### src/rtl/dram_rfsh_pkg.sv
package dram_rfsh_pkg;

    typedef enum logic [3:0] {
        ST_PAUSE,
        ST_WARM_LO,
        ST_WARM_HI,
        ST_IDLE,
        ST_RF_CAS,
        ST_RF_RAS,
        ST_RF_PRE,
        ST_SL_CAS,
        ST_SL_HOLD,
        ST_SL_EXIT
    } seq_st_e;

    function automatic int unsigned max2(input int unsigned a, input int unsigned b);
        return (a > b) ? a : b;
    endfunction

endpackage

### src/rtl/rfsh_period_timer.sv
module rfsh_period_timer #(
    parameter int unsigned PERIOD_CYC = 1562
) (
    input  logic clk,
    input  logic rst_n,
    input  logic run_i,
    output logic tick_o
);
    localparam int W = $clog2(PERIOD_CYC + 1);
    localparam logic [W-1:0] RELOAD = W'(PERIOD_CYC - 1);

    typedef struct packed {
        logic [W-1:0] cnt;
    } tmr_t;

    tmr_t t_d, t_q;

    // Down-counter held at its reload value while not running.
    always_comb begin
        t_d    = t_q;
        tick_o = run_i && (t_q.cnt == '0);
        if (!run_i || t_q.cnt == '0) begin
            t_d.cnt = RELOAD;
        end else begin
            t_d.cnt = t_q.cnt - W'(1);
        end
    end

    always_ff @(posedge clk or negedge rst_n) begin
        if (!rst_n) begin
            t_q.cnt <= RELOAD;
        end else begin
            t_q <= t_d;
        end
    end

    generate
        if (PERIOD_CYC > 1) begin : g_gap
            // owed refreshes are spaced, never two in adjacent cycles
            p_tick_gap_r4: assert property (@(posedge clk) disable iff (!rst_n)
                tick_o |=> !tick_o);
        end
    endgenerate

endmodule

### src/rtl/rfsh_pend_ctr.sv
module rfsh_pend_ctr #(
    parameter int unsigned PEND_MAX = 4
) (
    input  logic clk,
    input  logic rst_n,
    input  logic tick_i,
    input  logic retire_i,
    input  logic clear_i,
    output logic has_o
);
    localparam int W = $clog2(PEND_MAX + 1);
    localparam logic [W-1:0] TOP = W'(PEND_MAX);

    typedef struct packed {
        logic [W-1:0] cnt;
    } pend_t;

    pend_t p_d, p_q;
    logic  up, dn;

    always_comb begin
        p_d   = p_q;
        up    = tick_i;
        dn    = retire_i && (p_q.cnt != '0);
        has_o = (p_q.cnt != '0);
        if (clear_i) begin
            p_d.cnt = '0;
        end else if (up && !dn && p_q.cnt != TOP) begin
            p_d.cnt = p_q.cnt + W'(1);
        end else if (dn && !up) begin
            p_d.cnt = p_q.cnt - W'(1);
        end
    end

    always_ff @(posedge clk or negedge rst_n) begin
        if (!rst_n) begin
            p_q.cnt <= '0;
        end else begin
            p_q <= p_d;
        end
    end

    // a full count absorbs further ticks without wrapping
    p_no_overflow_r7: assert property (@(posedge clk) disable iff (!rst_n)
        (p_q.cnt == TOP && tick_i && !retire_i && !clear_i) |=> (p_q.cnt == TOP));

    // a retired refresh lowers the count by exactly one
    p_retire_step_r7: assert property (@(posedge clk) disable iff (!rst_n)
        (p_q.cnt != '0 && retire_i && !tick_i && !clear_i) |=> (p_q.cnt == $past(p_q.cnt) - W'(1)));

    // entering self-refresh leaves nothing owed
    p_clear_empty_r10: assert property (@(posedge clk) disable iff (!rst_n)
        clear_i |=> !has_o);

endmodule

### src/rtl/rfsh_seq_fsm.sv
module rfsh_seq_fsm
    import dram_rfsh_pkg::*;
#(
    parameter int unsigned PAUSE_CYC   = 20_000_000,
    parameter int unsigned INIT_CYCLES = 8,
    parameter int unsigned CSR_CYC     = 2,
    parameter int unsigned RAS_CYC     = 5,
    parameter int unsigned RP_CYC      = 3,
    parameter int unsigned SR_MIN_CYC  = 10_000_000,
    parameter int unsigned SR_EXIT_CYC = 10
) (
    input  logic clk,
    input  logic rst_n,
    input  logic grant_i,
    input  logic sleep_i,
    input  logic pend_i,
    output logic req_o,
    output logic own_o,
    output logic busy_o,
    output logic ras_n_o,
    output logic cas_n_o,
    output logic sr_o,
    output logic run_o,
    output logic retire_o,
    output logic clear_o
);
    localparam int unsigned SPAN =
        max2(max2(max2(PAUSE_CYC, SR_MIN_CYC), max2(RAS_CYC, RP_CYC)),
             max2(CSR_CYC, SR_EXIT_CYC));
    localparam int CNT_W  = $clog2(SPAN + 1);
    localparam int LEFT_W = $clog2(INIT_CYCLES + 1);

    localparam logic [CNT_W-1:0]  PAUSE_LD = CNT_W'(PAUSE_CYC);
    localparam logic [CNT_W-1:0]  CSR_LD   = CNT_W'(CSR_CYC - 1);
    localparam logic [CNT_W-1:0]  RAS_LD   = CNT_W'(RAS_CYC - 1);
    localparam logic [CNT_W-1:0]  RP_LD    = CNT_W'(RP_CYC - 1);
    localparam logic [CNT_W-1:0]  HOLD_LD  = CNT_W'(SR_MIN_CYC - 1);
    localparam logic [CNT_W-1:0]  EXIT_LD  = CNT_W'(SR_EXIT_CYC - 1);
    localparam logic [LEFT_W-1:0] LEFT_LD  = LEFT_W'(INIT_CYCLES);

    typedef struct packed {
        seq_st_e            st;
        logic [CNT_W-1:0]   cnt;
        logic [LEFT_W-1:0]  left;
    } fsm_t;

    fsm_t r_d, r_q;
    logic done;

    // Next-state computation: each timed phase loads cnt with length-1.
    always_comb begin
        r_d      = r_q;
        done     = (r_q.cnt == '0);
        req_o    = (r_q.st == ST_IDLE) && (pend_i || sleep_i);
        retire_o = 1'b0;
        clear_o  = 1'b0;
        if (!done && r_q.st != ST_IDLE) begin
            r_d.cnt = r_q.cnt - CNT_W'(1);
        end
        unique case (r_q.st)
            ST_PAUSE: if (done) begin
                r_d.st  = ST_WARM_LO;
                r_d.cnt = RAS_LD;
            end
            ST_WARM_LO: if (done) begin
                r_d.st  = ST_WARM_HI;
                r_d.cnt = RP_LD;
            end
            ST_WARM_HI: if (done) begin
                if (r_q.left == LEFT_W'(1)) begin
                    r_d.st = ST_IDLE;
                end else begin
                    r_d.st   = ST_WARM_LO;
                    r_d.cnt  = RAS_LD;
                    r_d.left = r_q.left - LEFT_W'(1);
                end
            end
            ST_IDLE: if (req_o && grant_i) begin
                r_d.cnt = CSR_LD;
                if (sleep_i) begin
                    r_d.st  = ST_SL_CAS;
                    clear_o = 1'b1;
                end else begin
                    r_d.st = ST_RF_CAS;
                end
            end
            ST_RF_CAS: if (done) begin
                r_d.st  = ST_RF_RAS;
                r_d.cnt = RAS_LD;
            end
            ST_RF_RAS: if (done) begin
                r_d.st  = ST_RF_PRE;
                r_d.cnt = RP_LD;
            end
            ST_RF_PRE: if (done) begin
                r_d.st   = ST_IDLE;
                retire_o = 1'b1;
            end
            ST_SL_CAS: if (done) begin
                r_d.st  = ST_SL_HOLD;
                r_d.cnt = HOLD_LD;
            end
            ST_SL_HOLD: if (done && !sleep_i) begin
                r_d.st  = ST_SL_EXIT;
                r_d.cnt = EXIT_LD;
            end
            ST_SL_EXIT: if (done) begin
                r_d.st  = ST_RF_CAS;
                r_d.cnt = CSR_LD;
            end
            default: r_d.st = ST_PAUSE;
        endcase
    end

    // Moore decode of the strobes and status.
    always_comb begin
        own_o   = 1'b1;
        busy_o  = 1'b0;
        ras_n_o = 1'b1;
        cas_n_o = 1'b1;
        sr_o    = 1'b0;
        run_o   = 1'b0;
        unique case (r_q.st)
            ST_PAUSE, ST_WARM_HI: busy_o = 1'b1;
            ST_WARM_LO: begin
                busy_o  = 1'b1;
                ras_n_o = 1'b0;
            end
            ST_IDLE: begin
                own_o = 1'b0;
                run_o = 1'b1;
            end
            ST_RF_CAS: begin
                cas_n_o = 1'b0;
                run_o   = 1'b1;
            end
            ST_RF_RAS: begin
                cas_n_o = 1'b0;
                ras_n_o = 1'b0;
                run_o   = 1'b1;
            end
            ST_RF_PRE: run_o = 1'b1;
            ST_SL_CAS: cas_n_o = 1'b0;
            ST_SL_HOLD: begin
                cas_n_o = 1'b0;
                ras_n_o = 1'b0;
                sr_o    = 1'b1;
            end
            ST_SL_EXIT: ;
            default: busy_o = 1'b1;
        endcase
    end

    always_ff @(posedge clk or negedge rst_n) begin
        if (!rst_n) begin
            r_q.st   <= ST_PAUSE;
            r_q.cnt  <= PAUSE_LD;
            r_q.left <= LEFT_LD;
        end else begin
            r_q <= r_d;
        end
    end

    // dummy pulses never lower the column strobe
    p_busy_cas_high_r2: assert property (@(posedge clk) disable iff (!rst_n)
        busy_o |-> cas_n_o);

    // no request to the access controller during initialization
    p_busy_no_req_r3: assert property (@(posedge clk) disable iff (!rst_n)
        busy_o |-> !req_o);

    // the strobes are taken only after a granted request
    p_own_on_grant_r5: assert property (@(posedge clk) disable iff (!rst_n)
        (!busy_o && $rose(own_o)) |-> $past(grant_i && req_o));

    // outside initialization the column strobe always leads the row strobe
    p_cas_leads_r6: assert property (@(posedge clk) disable iff (!rst_n)
        (!busy_o && $fell(ras_n_o)) |-> $past(!cas_n_o));

    // self-refresh holds both strobes low while owned
    p_sr_low_r8: assert property (@(posedge clk) disable iff (!rst_n)
        sr_o |-> (!ras_n_o && !cas_n_o && own_o));

    // leaving self-refresh raises the row strobe and keeps the bus
    p_sr_exit_high_r9: assert property (@(posedge clk) disable iff (!rst_n)
        $fell(sr_o) |-> (ras_n_o && own_o));

endmodule

### src/rtl/dram_rfsh_seq.sv
module dram_rfsh_seq #(
    parameter int unsigned PAUSE_CYC   = 20_000_000,
    parameter int unsigned INIT_CYCLES = 8,
    parameter int unsigned RFSH_CYC    = 1562,
    parameter int unsigned PEND_MAX    = 4,
    parameter int unsigned CSR_CYC     = 2,
    parameter int unsigned RAS_CYC     = 5,
    parameter int unsigned RP_CYC      = 3,
    parameter int unsigned SR_MIN_CYC  = 10_000_000,
    parameter int unsigned SR_EXIT_CYC = 10
) (
    input  logic clk,
    input  logic rst_n,
    input  logic grant,
    input  logic sleep,
    output logic req,
    output logic own,
    output logic busy,
    output logic ras_n,
    output logic cas_n,
    output logic self_ref
);
    logic tmr_run, tmr_tick;
    logic pend_has, pend_retire, pend_clear;

    rfsh_period_timer #(
        .PERIOD_CYC (RFSH_CYC)
    ) u_timer (
        .clk    (clk),
        .rst_n  (rst_n),
        .run_i  (tmr_run),
        .tick_o (tmr_tick)
    );

    rfsh_pend_ctr #(
        .PEND_MAX (PEND_MAX)
    ) u_pend (
        .clk      (clk),
        .rst_n    (rst_n),
        .tick_i   (tmr_tick),
        .retire_i (pend_retire),
        .clear_i  (pend_clear),
        .has_o    (pend_has)
    );

    rfsh_seq_fsm #(
        .PAUSE_CYC   (PAUSE_CYC),
        .INIT_CYCLES (INIT_CYCLES),
        .CSR_CYC     (CSR_CYC),
        .RAS_CYC     (RAS_CYC),
        .RP_CYC      (RP_CYC),
        .SR_MIN_CYC  (SR_MIN_CYC),
        .SR_EXIT_CYC (SR_EXIT_CYC)
    ) u_fsm (
        .clk      (clk),
        .rst_n    (rst_n),
        .grant_i  (grant),
        .sleep_i  (sleep),
        .pend_i   (pend_has),
        .req_o    (req),
        .own_o    (own),
        .busy_o   (busy),
        .ras_n_o  (ras_n),
        .cas_n_o  (cas_n),
        .sr_o     (self_ref),
        .run_o    (tmr_run),
        .retire_o (pend_retire),
        .clear_o  (pend_clear)
    );

endmodule

### config.mk
export PLATFORM = sky130hd
export DESIGN_NAME = dram_rfsh_seq
export DESIGN_NICKNAME = d
export VERILOG_FILES = /design/src/rtl/dram_rfsh_pkg.sv /design/src/rtl/rfsh_period_timer.sv /design/src/rtl/rfsh_pend_ctr.sv /design/src/rtl/rfsh_seq_fsm.sv /design/src/rtl/dram_rfsh_seq.sv
export SDC_FILE = /design/constraint.sdc
export NUM_CORES = 1
export LEC_CHECK = 0
export CAP_MARGIN = 30
export CORE_UTILIZATION = 50
export DETAILED_ROUTE_END_ITERATION = 10
export PLACE_DENSITY_LB_ADDON = 0.2
export SLEW_MARGIN = 25
export SYNTH_ARGS = -nofsm -noshare
export SYNTH_HDL_FRONTEND = slang
export SYNTH_SLANG_ARGS = --single-unit
### constraint.sdc
create_clock -name clk -period 2.7 [get_ports clk]
set_input_delay 0.405 -clock clk [delete_from_list [all_inputs] [get_ports clk]]
set_output_delay 0.405 -clock clk [all_outputs]
set_load 0.01 [all_outputs]
## Word-level counts from Yosys, hierarchy flattened

Index checks and enable logic that the tools add are counted.

| word-level totals | value |
|---|---|
| output and inout bits | 6 |
| logic and storage cells | 91 |
| register bits after elaboration | 47 |

| cells by class | value |
|---|---|
| bitwise operators | 1 |
| reductions and logical operators | 27 |
| muxes and demuxes | 31 |
| add/subtract/negate cells | 5 |
| equal/unequal tests | 22 |

Operators with widths:

| operator | count |
|---|---|
| 29-bit two-way mux | 9 |
| 25-bit one-hot mux with 9 select lines | 1 |
| 4-bit one-hot mux with 10 select lines | 1 |
| 33-bit two-way mux | 1 |
| 25-bit zero test | 1 |
| 25-bit two-way mux | 1 |
| 25-bit by 1-bit subtractor with 25-bit output, second input constant | 1 |
| 2-bit by 1-bit != test with 1-bit output, second input constant | 9 |
| 4-bit by 3-bit equality test with 1-bit output, second input constant | 4 |
| 11-bit zero test | 1 |
| 1-bit two-way mux | 11 |
| 11-bit two-way mux | 1 |
| 11-bit by 1-bit subtractor with 11-bit output, second input constant | 1 |
| 10-bit AND reduction | 1 |
| 1-bit logical AND | 9 |
| 3-bit two-way mux | 3 |
| 4-bit by 1-bit equality test with 1-bit output, second input constant | 2 |
| 4-bit by 2-bit equality test with 1-bit output, second input constant | 2 |
| 4-bit equality test, second input constant | 2 |
| 4-bit OR reduction | 2 |
| 7-bit OR reduction | 1 |
| 3-bit nonzero test | 2 |
| 1-bit zero test | 5 |
| 4-bit zero test | 1 |
| other kinds (12) | 14 |

## Longest topological paths before layout

Gate-level depths: netlist (run 1).

| depth | value |
|---|---|
| depth in word-level cells | 9 |
| gate-level depth with buffers | 12 |
| mapped depth without buffers | 11 |

## Hierarchy

A second synthesis (run 1) with hierarchy kept.

| unflattened totals | value |
|---|---|
| cell total of the unflattened synthesis | 370 |
| area total of the unflattened synthesis | 3359.5 µm² |

By module, submodules not included:

| module | cells each | area each (µm²) | instances |
|---|---|---|---|
| rfsh_seq_fsm | 275 | 2444.8 | 1 |
| rfsh_period_timer | 58 | 580.6 | 1 |
| rfsh_pend_ctr | 37 | 334.1 | 1 |

## Least setup slack after synthesis (run 1)

OpenSTA, ideal clock, no wires.

| timing path | value |
|---|---|
| path type | register -> register |
| start | register u_fsm.r_q[20] in the netlist's numbering |
| end | register u_pend.p_q[2] in the netlist's numbering |
| library setup time | 0.131 ns |
| path slack | -0.026 ns |
| cell stages (with the launch flop) | 12 |
| arrival | 2.595 ns |
| path buffers | 2 |
| required time | 2.569 ns |
| cells stage by stage | dfstp_2 > clkbuf_1 > nor4_2 > nand4_1 > clkbuf_1 > nor2_1 > mux2_2 > nor2_1 > fa_1 > and2_1 > a311oi_1 > a211oi_1 |

| on the way | value |
|---|---|
| longest elaborated chain between the ends | 9 |
| elaborated cells between the ends (all ways) | 11 |
| classes of those cells | mux (4); reduce/logical (7) |

Ends and longest elaborated chain:

| what | line | text |
|---|---|---|
| start, declared | rfsh_seq_fsm.sv:47 | `fsm_t r_d, r_q;` |
| start signal, assigned | rfsh_seq_fsm.sv:160 | `r_q <= r_d;` |
| 25-bit zero test (*) | rfsh_seq_fsm.sv:53 | `done = (r_q.cnt == '0);` |
| 1-bit two-way mux (*) | rfsh_seq_fsm.sv:95 | `ST_RF_PRE: if (done) begin` |
| 1-bit two-way mux (*) | rfsh_seq_fsm.sv:60 | `unique case (r_q.st)` |
| 1-bit logical AND (*) | rfsh_pend_ctr.sv:24 | `dn = retire_i && (p_q.cnt != '0);` |
| 1-bit zero test | rfsh_pend_ctr.sv:28 | `end else if (up && !dn && p_q.cnt != TOP) begin` |
| 1-bit logical AND (2 in series) | rfsh_pend_ctr.sv:28 |  |
| 3-bit two-way mux | rfsh_pend_ctr.sv:28 |  |
| 3-bit two-way mux | rfsh_pend_ctr.sv:26 | `if (clear_i) begin` |
| end signal, assigned | rfsh_pend_ctr.sv:39 | `p_q <= p_d;` |
| end, declared | rfsh_pend_ctr.sv:18 | `pend_t p_d, p_q;` |

Mark *: on every way between the ends. The rest lies on a longest branch, timed or not.
A chain may end at the register's enable or synchronous reset.

## Worst setup path in the final report (run 1)

| timing path | value |
|---|---|
| start | register u_fsm.r_q[30] in the netlist's numbering |
| end | output self_ref |

| on the way | value |
|---|---|
| longest elaborated chain between the ends | 2 |

Ends and longest elaborated chain:

| what | line | text |
|---|---|---|
| 4-bit equality test | rfsh_seq_fsm.sv:123 | `unique case (r_q.st)` |
| 1-bit two-way mux | rfsh_seq_fsm.sv:123 |  |
| end, declared | dram_rfsh_seq.sv:21 | `output logic self_ref` |

No other way between the ends.

==> results_dict.tcl, run 1 <==
set metrics [dict create \
    outcome "finished, final reports clean" \
    cp_max_fo 22 \
    end_kind "output pin" \
    clk_latency_ns 0.30 \
    final_core_util 0.593 \
    initial_utilization 0.527 \
    max_clock_freq_mhz 399 \
    max-cap-violations 0 \
    post_drt_wl_per_cell_um 17.0 \
    syn2layout_area_growth_pct 12.4 \
    hp-class "input port to asynchronous set/reset pin" \
    synthesis.nets 364 \
    arrival_ns 2.10 \
    grt_max_degree 29 \
    post-cts-setup-buffers 0 \
    relSlewSlack 0.593 \
    syn_inst 353 \
    fillCellCount 542 \
    pwr_density_cell_mw_per_mm2 749 \
    fp.dieH_um 81.7 \
    ys.flop_type "dfrtp_1" \
    tightest_slew_ns 0.610 \
    multi_input_area_mm2 0.00187 \
    clk_path_buf_depth 2 \
    cts_max_level 2 \
    io_pins 10 \
    root_buffer "clkbuf_8" \
    netlist.area_leader.share 0.260 \
    synth_warnings 0 \
    vias 2879 \
    crit_start "u_fsm.r_q[30]" \
    rows 28 \
    grt_pass1_wl_mm 12.6 \
    synth_edf_count 0 \
    ctsHoldBuffers 0 \
    detail-route-antenna-nets 0 \
    core_region_area_mm2 0.00603 \
    syn_area_mm2 0.00318 \
    post-route-period-util 0.929 \
    die_x_um 81.7 \
    cts_tree "built" \
    finalPower_mw 2.68 \
    first_pass_iters 5 \
    detail_route.drc_violations 0 \
    leakage_nw 1.37 \
    dp_slack_ns 0.205 \
    setup_viol 0 \
    fin_crit_ns 2.51 \
    fin_skew_ns 0.0108 \
    report.final.slew_viol_count 0 \
    ys_ff_latch 47 \
    syn_avg_cell_area_um2 9.00 \
    rsz0062_at_grt "no" \
    fin_nets 386 \
    crit_family "buffers and inverters" \
    place.port_buffers 9 \
    crit_type "register to output pin" \
    finalNonFillerCells 450 \
    avgViaCountPerCell 6.40 \
    start_kind "register" \
    fin_setup_tns_ns 0 \
    synth.distinct_cells 66 \
    slowest_delay_ns 0.64 \
    path_cells "buf_4 -> nor4b_1 -> clkdlybuf4s50_1" \
    path_buf_inv 2 \
    routed_wl_mm 7.67 \
    num_antenna_cells 0 \
    numCtsBuffers 5 \
    synth.largest_area_cell "dfrtp_1" \
    async_flop_share 1.00 \
    slowest_stage "clkdlybuf4s50_1" \
    post_cts_resized 0 \
    antenna_found_initial 0 \
    dp_hpwl_mm 5.56 \
    grt_pass1_vias 2556 \
    routabilityCongestion 0.873 \
    grt.total_usage 0.249 \
    drive_above_1_share 0.168 \
    ir_drop_mv 0.462 \
    r2r-start "u_fsm.r_q[24]" \
    finalHoldViolations 0 \
    setup_slack_ns 0.193 \
    cts.clk_slew.worst_paths_ns 0.09 \
    synthTopCellsByArea "dfrtp_1, dfstp_2, a21oi_1, nor2_1, xnor2_1" \
    grt.overflow.total 0 \
    dieArea_mm2 0.00668 \
    required_ns 2.30 \
    cts_sinks 47 \
    place_inst 443 \
    seq_area_frac_synth 0.376 \
    drtIter0Drc 188 \
    final-seq-area_mm2 0.00119 \
]
registers in the layout, summed over array words and instances (netlist names):
register	cells
u_timer.t_q	11
u_pend.p_q	3
u_fsm.r_q	33
cells in the mapped netlist, drive strengths merged (3+ instances only):
| library cell | number |
|---|---|
| a221oi | 4 |
| ha | 6 |
| nand2b | 6 |
| xnor2 | 13 |
| a311oi | 9 |
| inv | 11 |
| nor3 | 13 |
| a31oi | 3 |
| and3 | 5 |
| clkbuf | 14 |
| nand3 | 7 |
| o31ai | 5 |
| and2 | 3 |
| a21boi | 3 |
| dfstp | 14 |
| o41ai | 3 |
| xor2 | 7 |
| nor2 | 34 |
| buf | 6 |
| o2111ai | 7 |
| nor4b | 3 |
| dfrtp | 33 |
| o21ai | 14 |
| nand4 | 9 |
| nand2 | 20 |
| a211oi | 6 |
| nor2b | 3 |
| a21oi | 29 |
| nor4 | 12 |
| or4 | 6 |
| o211ai | 3 |
| or3 | 9 |
cell type report:
cell class	count	share of cell area
repair buffers	35	0.0820
multi-input cells	275	0.524
inverters	11	0.0116
clock buffers	7	0.0214
flip-flops and latches	47	0.335
well taps	75	0.0263
layout by cell type (no fill, tap or decap), types with 11 or more instances in the layout:
cell	count
a21oi_1	29
buf_4	25
dfrtp_1	32
dfstp_2	14
inv_1	11
nand2_1	19
nor2_1	33
nor3_1	12
o21ai_0	13
xnor2_1	13
per-layer routing:
| layer | global-route usage | vias up | routed length (um) | part of all wire |
|---|---|---|---|---|
| met4 | 0.0737 | 0 | 57 | 0.0074 |
| met5 | 0 | - | 0 | 0 |
| met3 | 0.0389 | 5 | 326 | 0.042 |
| met1 | 0.359 | 1409 | 3720 | 0.49 |
| li1 | - | 1390 | - | - |
| met2 | 0.382 | 75 | 3570 | 0.46 |
cells by family (layout without fill, tap and decap cells):
kind of cell / Yosys count / count (layout) / synth area share
AO/OA/AOI/OAI: 101 / 101 / 0.220
XOR/XNOR: 20 / 20 / 0.0551
adder cells (fa/ha/maj): 7 / 7 / 0.0299
buffers and inverters: 31 / 53 / 0.0398
flip-flops: 47 / 47 / 0.376
multiplexers: 4 / 4 / 0.0134
AND/OR/NAND/NOR: 143 / 143 / 0.266
report_power, final:
group / leakage [nW] / internal, mW / total (mW) / switching, mW
Combinational: 0.780 / 0.471 / 1.10 / 0.630
Clock: 0.0383 / 0.179 / 0.404 / 0.225
Sequential: 0.556 / 0.915 / 1.17 / 0.256
Total: 1.37 / 1.57 / 2.68 / 1.11
metrics by stage:
stage	cell area [um^2]	hold WS [ns]
floorplan	3180	0.109
global placement	3460	0.438
detailed placement	3480	0.381
CTS	3550	0.0588
global route	3570	0.0773
finish	3570	0.0477
worst reg2reg max path: stages (launching register included):
cell and delay (ns):
dfstp_2 0.40, nor4_1 0.48, nand4_1 0.22, nor2_2 0.18, mux2_2 0.16, nor2_1 0.05
fa_1 0.42, and2_1 0.16, a311oi_1 0.26, a211oi_1 0.07
worst paths after layout:
kind	end	slack, ns	cells after the start
max in group asynchronous	u_fsm.r_q[12]	1.94	3
min in group clk	u_timer.t_q[0]	0.46	1
max	self_ref	0.19	3
min reg2reg	u_timer.t_q[0]	0.46	1
min	u_fsm.r_q[32]	0.05	1
max reg2reg	u_pend.p_q[2]	0.20	9
No activity file was read; power rests on OpenSTA's default activity.
==> run 2, diff against run 1 <==
--- a/config.mk
+++ b/config.mk
@@ -8,6 +8,7 @@
 export CAP_MARGIN = 30
 export CORE_UTILIZATION = 50
 export DETAILED_ROUTE_END_ITERATION = 10
+export GPL_TIMING_DRIVEN = 1
 export PLACE_DENSITY_LB_ADDON = 0.2
 export SLEW_MARGIN = 25
 export SYNTH_ARGS = -nofsm -noshare
==> results of run 2 <==
The final DEF is identical to that of run 1; final timing and power are the same.
